**config.mk**
```make
export PLATFORM = sky130hd
export DESIGN_NAME = dual_reg_xcvr
export DESIGN_NICKNAME = d
export VERILOG_FILES = /design/src/rtl/xcvr_pkg.sv /design/src/rtl/xcvr_rise_det.sv /design/src/rtl/xcvr_store.sv /design/src/rtl/xcvr_section.sv /design/src/rtl/dual_reg_xcvr.sv
export SDC_FILE = /design/constraint.sdc
export NUM_CORES = 1
export LEC_CHECK = 0
export ABC_AREA = 1
export BUFFER_PORTS_ARGS = -buffer_cell sky130_fd_sc_hd__buf_4
export CORE_ASPECT_RATIO = 0.75
export CORE_UTILIZATION = 50
export DETAILED_ROUTE_END_ITERATION = 6
export PLACE_DENSITY = 0.8
export SYNTH_ARGS = -nofsm -noshare
export SYNTH_HDL_FRONTEND = slang
export SYNTH_SLANG_ARGS = --single-unit
```
**constraint.sdc**
```tcl
create_clock -name clk -period 2.1 [get_ports clk]
set_input_delay 0.315 -clock clk [delete_from_list [all_inputs] [get_ports clk]]
set_output_delay 0.315 -clock clk [all_outputs]
set_load 0.05 [all_outputs]
```
**src/rtl/xcvr_pkg.sv**
```systemverilog
// Shared encodings for the registered bus transceiver.
// Assumes: single-bit select and direction controls.
package xcvr_pkg;
    typedef enum logic {
        SRC_LIVE   = 1'b0,
        SRC_STORED = 1'b1
    } src_sel_e;

    typedef enum logic {
        DIR_B_TO_A = 1'b0,
        DIR_A_TO_B = 1'b1
    } xfer_dir_e;
endpackage

```
**src/rtl/xcvr_rise_det.sv**
```systemverilog
// Rising-edge detector for a capture strobe sampled on clk.
// Assumes: strobe is synchronous to clk. After reset the strobe history
// reads high, so a strobe already high is not an edge.
module xcvr_rise_det (
    input  logic clk,
    input  logic rst_n,
    input  logic strobe,
    output logic rise
);
    logic hist_q;

    // Remember the strobe level seen at the previous edge.
    always_ff @(posedge clk) begin
        if (!rst_n) hist_q <= 1'b1;
        else        hist_q <= strobe;
    end

    assign rise = strobe & ~hist_q;

    // A held strobe yields one edge only.
    assert_single_edge_R6: assert property (@(posedge clk) disable iff (!rst_n)
        rise |=> !rise)
        else $error("strobe edge reported twice in a row");
endmodule

```
**src/rtl/xcvr_store.sv**
```systemverilog
// One storage register of a transceiver section, loaded on a strobe rise.
// Assumes: d is the value observed on the bus feeding this register.
module xcvr_store #(
    parameter int WIDTH = 9
) (
    input  logic             clk,
    input  logic             rst_n,
    input  logic             strobe,
    input  logic [WIDTH-1:0] d,
    output logic [WIDTH-1:0] q
);
    logic rise;

    xcvr_rise_det u_rise (
        .clk    (clk),
        .rst_n  (rst_n),
        .strobe (strobe),
        .rise   (rise)
    );

    // Load the bus value on a strobe rise, otherwise hold.
    always_ff @(posedge clk) begin
        if (!rst_n)    q <= '0;
        else if (rise) q <= d;
    end

    assert_capture_R6: assert property (@(posedge clk) disable iff (!rst_n)
        rise |=> q == $past(d))
        else $error("register missed its load");

    assert_hold_R8: assert property (@(posedge clk) disable iff (!rst_n)
        !rise |=> $stable(q))
        else $error("register changed without a strobe edge");

    assert_reset_clear_R9: assert property (@(posedge clk)
        !rst_n |=> q == '0)
        else $error("register not cleared by reset");
endmodule

```
**src/rtl/xcvr_section.sv**
```systemverilog
// One transceiver section: two stores, two source muxes, drive control.
// Assumes: outputs are combinational from controls, inputs and stores;
// an undriven output is forced to zero.
module xcvr_section
    import xcvr_pkg::*;
#(
    parameter int WIDTH = 9
) (
    input  logic             clk,
    input  logic             rst_n,
    input  logic             isolate,
    input  logic             dir_ab,
    input  logic             cap_ab,
    input  logic             cap_ba,
    input  logic             sel_ab,
    input  logic             sel_ba,
    input  logic [WIDTH-1:0] a_in,
    input  logic [WIDTH-1:0] b_in,
    output logic [WIDTH-1:0] a_out,
    output logic             a_drv,
    output logic [WIDTH-1:0] b_out,
    output logic             b_drv
);
    logic [WIDTH-1:0] stored_a;
    logic [WIDTH-1:0] stored_b;
    xfer_dir_e        dir;
    src_sel_e         src_b;
    src_sel_e         src_a;

    xcvr_store #(.WIDTH(WIDTH)) u_store_a (
        .clk    (clk),
        .rst_n  (rst_n),
        .strobe (cap_ab),
        .d      (a_in),
        .q      (stored_a)
    );

    xcvr_store #(.WIDTH(WIDTH)) u_store_b (
        .clk    (clk),
        .rst_n  (rst_n),
        .strobe (cap_ba),
        .d      (b_in),
        .q      (stored_b)
    );

    // Decode the drive side of this section.
    always_comb begin
        dir   = xfer_dir_e'(dir_ab);
        b_drv = !isolate && (dir == DIR_A_TO_B);
        a_drv = !isolate && (dir == DIR_B_TO_A);
    end

    // Pick live or stored data for each driven bus.
    always_comb begin
        src_b = src_sel_e'(sel_ab);
        src_a = src_sel_e'(sel_ba);
        b_out = '0;
        a_out = '0;
        if (b_drv) b_out = (src_b == SRC_STORED) ? stored_a : a_in;
        if (a_drv) a_out = (src_a == SRC_STORED) ? stored_b : b_in;
    end

    assert_isolated_quiet_R1: assert property (@(posedge clk) disable iff (!rst_n)
        isolate |-> (!a_drv && !b_drv && a_out == '0 && b_out == '0))
        else $error("isolated section still drives");

    assert_one_side_R2: assert property (@(posedge clk) disable iff (!rst_n)
        !isolate |-> (a_drv != b_drv))
        else $error("enabled section must drive exactly one bus");

    assert_live_pass_R3: assert property (@(posedge clk) disable iff (!rst_n)
        (b_drv && !sel_ab) |-> b_out == a_in)
        else $error("live A data not on B");

    assert_stored_pass_R4: assert property (@(posedge clk) disable iff (!rst_n)
        (b_drv && sel_ab) |-> b_out == stored_a)
        else $error("stored A data not on B");

    assert_mirror_pass_R5: assert property (@(posedge clk) disable iff (!rst_n)
        a_drv |-> a_out == (sel_ba ? stored_b : b_in))
        else $error("A output source wrong");
endmodule

```
**src/rtl/dual_reg_xcvr.sv**
```systemverilog
// Multi-section registered bidirectional bus transceiver.
// Assumes: each section owns one bit of every control port and one
// WIDTH-bit slice of every data port; sections share only clk and rst_n.
module dual_reg_xcvr #(
    parameter int NSEC  = 2,
    parameter int WIDTH = 9
) (
    input  logic                  clk,
    input  logic                  rst_n,
    input  logic [NSEC-1:0]       isolate,
    input  logic [NSEC-1:0]       dir_ab,
    input  logic [NSEC-1:0]       cap_ab,
    input  logic [NSEC-1:0]       cap_ba,
    input  logic [NSEC-1:0]       sel_ab,
    input  logic [NSEC-1:0]       sel_ba,
    input  logic [NSEC*WIDTH-1:0] a_in,
    input  logic [NSEC*WIDTH-1:0] b_in,
    output logic [NSEC*WIDTH-1:0] a_out,
    output logic [NSEC-1:0]       a_drv,
    output logic [NSEC*WIDTH-1:0] b_out,
    output logic [NSEC-1:0]       b_drv
);
    // One independent section per slice.
    for (genvar s = 0; s < NSEC; s++) begin : g_sec
        xcvr_section #(.WIDTH(WIDTH)) u_sec (
            .clk     (clk),
            .rst_n   (rst_n),
            .isolate (isolate[s]),
            .dir_ab  (dir_ab[s]),
            .cap_ab  (cap_ab[s]),
            .cap_ba  (cap_ba[s]),
            .sel_ab  (sel_ab[s]),
            .sel_ba  (sel_ba[s]),
            .a_in    (a_in[s*WIDTH +: WIDTH]),
            .b_in    (b_in[s*WIDTH +: WIDTH]),
            .a_out   (a_out[s*WIDTH +: WIDTH]),
            .a_drv   (a_drv[s]),
            .b_out   (b_out[s*WIDTH +: WIDTH]),
            .b_drv   (b_drv[s])
        );
    end
endmodule

```
==> results.toml <==
[floorplan]
core_area_um2 = 4230
floorplan.die.height_um = 60.6
design.die.area_um2 = 4850
dieWidth_um = 80.1
floorplan.rows = 20
initial_core_util = 0.541
design.portCount = 90

[clocking]
post_cts_buffers = 0
clkTransAtPathRegs_ns = 0.07
cts_made_buffers = 5
cts_root_buffer = "sky130_fd_sc_hd__clkbuf_8"
clock_insertion_delay_at_the_later_pin_of_the_skew_report_ns = 0.28
clock_tree.buffer_depth = 2
h-tree-depth = 2
tritoncts_sink_count = 40
cts_hold_buf = 0
tritoncts_clock_tree = "done"
ctsResizeCount = 0

[worst_hold_path]
whs_path_depth = 3
timing.hold.worst.start = "cap_ab[0]"
min_to = "g_sec[0].u_sec.u_store_a.u_rise.hist_q$_SDFF_PN1_"
hold_path_class = "in -> reg"

[timing]
finalSetupViolations = 0
rsz0062_at_grt = "no"
setup_slack_ns = 0.631
finalMaxSlewViolations = 0
tightest_slew_ns = 0.418
fin_skew_ns = 0.00254
period_needed_ns = 1.47
slew_headroom = 0.721
final.period_utilization = 0.699
report.final.hold_viol_count = 0
fin_setup_tns_ns = 0
max_clock_freq_mhz = 681
final.hold.worst_slack_ns = 0.310

[worst_setup_path]
worst-r2r-setup-slack_ns = 1.23
cp.required_ns = 1.78
timing.critical_path.fanout_max = 10
worst_ep_arrival_time_ns = 1.15
critical_path.endpoint_type = "output pin"
crit-reg2reg-capture = "g_sec[1].u_sec.u_store_b.q[7]$_SDFFE_PN0P_"
r2r-start = "g_sec[1].u_sec.u_store_b.u_rise.hist_q$_SDFF_PN1_"
worst_setup_path_category = "in -> out"
r2r.worst_path.cells = 4
cp-start-kind = "primary input"

[power_and_ir_drop]
max-vdd-ir-drop_mv = 0.408
leakage_nw = 1.56
cell_internal_pwr_mw = 1.23
p_sw_frac = 0.309
share_clk_of_total_power = 0.293
p_switching_uw = 548
pwr-share-seq = 0.464
pwr-share-comb = 0.243
p_per_area_nw_per_um2 = 595

[synthesis]
top_post_synthesis_cells_by_area = "sky130_fd_sc_hd__dfxtp_1, sky130_fd_sc_hd__nand2_1, sky130_fd_sc_hd__nor2_1, sky130_fd_sc_hd__a21oi_1, sky130_fd_sc_hd__nand3_1"
yosys_register_bits = 40
yosys.area.top_type_share = 0.350
synth_top_cell_by_area = "sky130_fd_sc_hd__dfxtp_1"
syn_inst = 376
yosys_warnings = 0
synthesized_cell_area_um2 = 2290
yosys_cell_types = 16
synth_seq_area_share = 0.350
syn_nets = 426
synth_area_per_cell_um2 = 6.09

[placed_design]
dp_worst_setup_slack_ns = 0.627
finalWeightedCongestion = 0.829
dp_hpwl_um = 3790
port_buffers = 89

[global_routing]
global_route_wire_length_before_repair_um = 8450
globalRouteOverflowTotal = 0
grt_start_max_net_pins = 41
grt.total_usage = 0.223
first_global_vias = 1901
number_of_antenna_violations_at_the_first_check_in_global_routing = 0

[detailed_routing]
drt-vias-per-instance = 4.69
drt_pre_antenna_iters = 5
via_count = 2402
detail_route.iter0.violations = 127
ant_nets = 0
drc_errors = 0
routed_wirelength_um = 5260
post_drt_wl_per_cell_um = 10.3

[job]
cap_viol_max_count = 0

[layout]
layout-drive-gt1-share = 0.254
num_antenna_cells = 0
nFillCells = 397
syn_to_final_growth_pct = 30.5
final_net_count = 506

[run_status]
run_status = "finished clean"
-- power groups by stage --
| stage | combinational (mW) | sequential [mW] | clock [mW] |
|---|---|---|---|
| finish | 0.432 | 0.824 | 0.520 |
| floorplan | 0.297 | 0.836 | 0 |
| detailed placement | 0.432 | 0.841 | 0 |
| CTS | 0.433 | 0.823 | 0.542 |
| global placement | 0.427 | 0.840 | 0 |
| global route | 0.476 | 0.828 | 0.571 |
-- worst max-delay path, stage by stage --
cell and delay (ns):
sky130_fd_sc_hd__buf_4 0.11, sky130_fd_sc_hd__inv_1 0.06, sky130_fd_sc_hd__nand2_1 0.22, sky130_fd_sc_hd__a21oi_1 0.23, sky130_fd_sc_hd__buf_4 0.23
-- how the worst max path moves through the flow --
| stage | from | depth (start not counted) | slack (ns) | end |
|---|---|---|---|---|
| after floorplan | sel_ba[0] | 4 | 0.38 | a_out[0] |
| after global placement | isolate[1] | 5 | 0.65 | b_out[9] |
| after detailed placement | isolate[1] | 5 | 0.63 | b_out[9] |
| after CTS | isolate[1] | 5 | 0.62 | b_out[9] |
| after global routing | isolate[1] | 5 | 0.50 | b_out[9] |
| final | isolate[1] | 5 | 0.63 | b_out[15] |
-- kinds of logic after synthesis --
kind of cell    Yosys count  share of synthesized area
compound gates           36                     0.0787
buf+inv                  72                      0.151
flops                    40                      0.350
simple gates            228                      0.420
-- synthesized netlist by cell type (all sizes together) --
cell / count
nand2: 116
nor2: 76
inv: 52
dfxtp: 40
a21oi: 36
nand3: 36
buf: 14
clkinv: 4
clkbuf: 2
-- flip-flops by register name, indices dropped and copies added, names as in the netlist --
register                             count
g_sec.u_sec.u_store_b.q                 18
g_sec.u_sec.u_store_b.u_rise.hist_q      2
g_sec.u_sec.u_store_a.q                 18
g_sec.u_sec.u_store_a.u_rise.hist_q      2
-- per-layer routing --
metal | vias to the layer above | track usage | share of wire
li1 | 1297 | - | -
met1 | 1011 | 0.317 | 0.49
met2 | 92 | 0.337 | 0.43
met3 | 2 | 0.0602 | 0.076
met4 | 0 | 0.0536 | 0.0027
met5 | - | 0 | 0
-- layout by cell type (no fill, tap or decap) --
master,n
sky130_fd_sc_hd__a21oi_1,36
sky130_fd_sc_hd__inv_2,7
sky130_fd_sc_hd__nor2_1,63
sky130_fd_sc_hd__nand2_1,116
sky130_fd_sc_hd__nor2_4,3
sky130_fd_sc_hd__nor2_2,9
sky130_fd_sc_hd__dfxtp_1,40
sky130_fd_sc_hd__nor2_8,1
sky130_fd_sc_hd__buf_4,89
sky130_fd_sc_hd__nand3_1,36
sky130_fd_sc_hd__clkbuf_8,6
sky130_fd_sc_hd__clkinv_1,4
sky130_fd_sc_hd__clkbuf_1,2
sky130_fd_sc_hd__inv_1,44
sky130_fd_sc_hd__inv_6,1
-- metrics by stage --
stage,cells,area (um2),power (mW),utilization
after global placement,504,2900,1.27,0.685
final,512,2990,1.78,0.706
after global routing,512,2990,1.87,0.706
after floorplan,376,2290,1.13,-
after CTS,512,2990,1.80,0.706
after detailed placement,504,2900,1.27,0.685
-- layout make-up --
cell class / count / area (um2) / area share
clock buffer: 8 / 90.1 / 0.0302
inverter: 56 / 215 / 0.0721
multi-input combinational: 264 / 1140 / 0.383
sequential: 40 / 801 / 0.268
tap: 55 / 68.8 / 0.0231
timing repair buffer: 89 / 668 / 0.224
(Power assumes the default switching activity.)
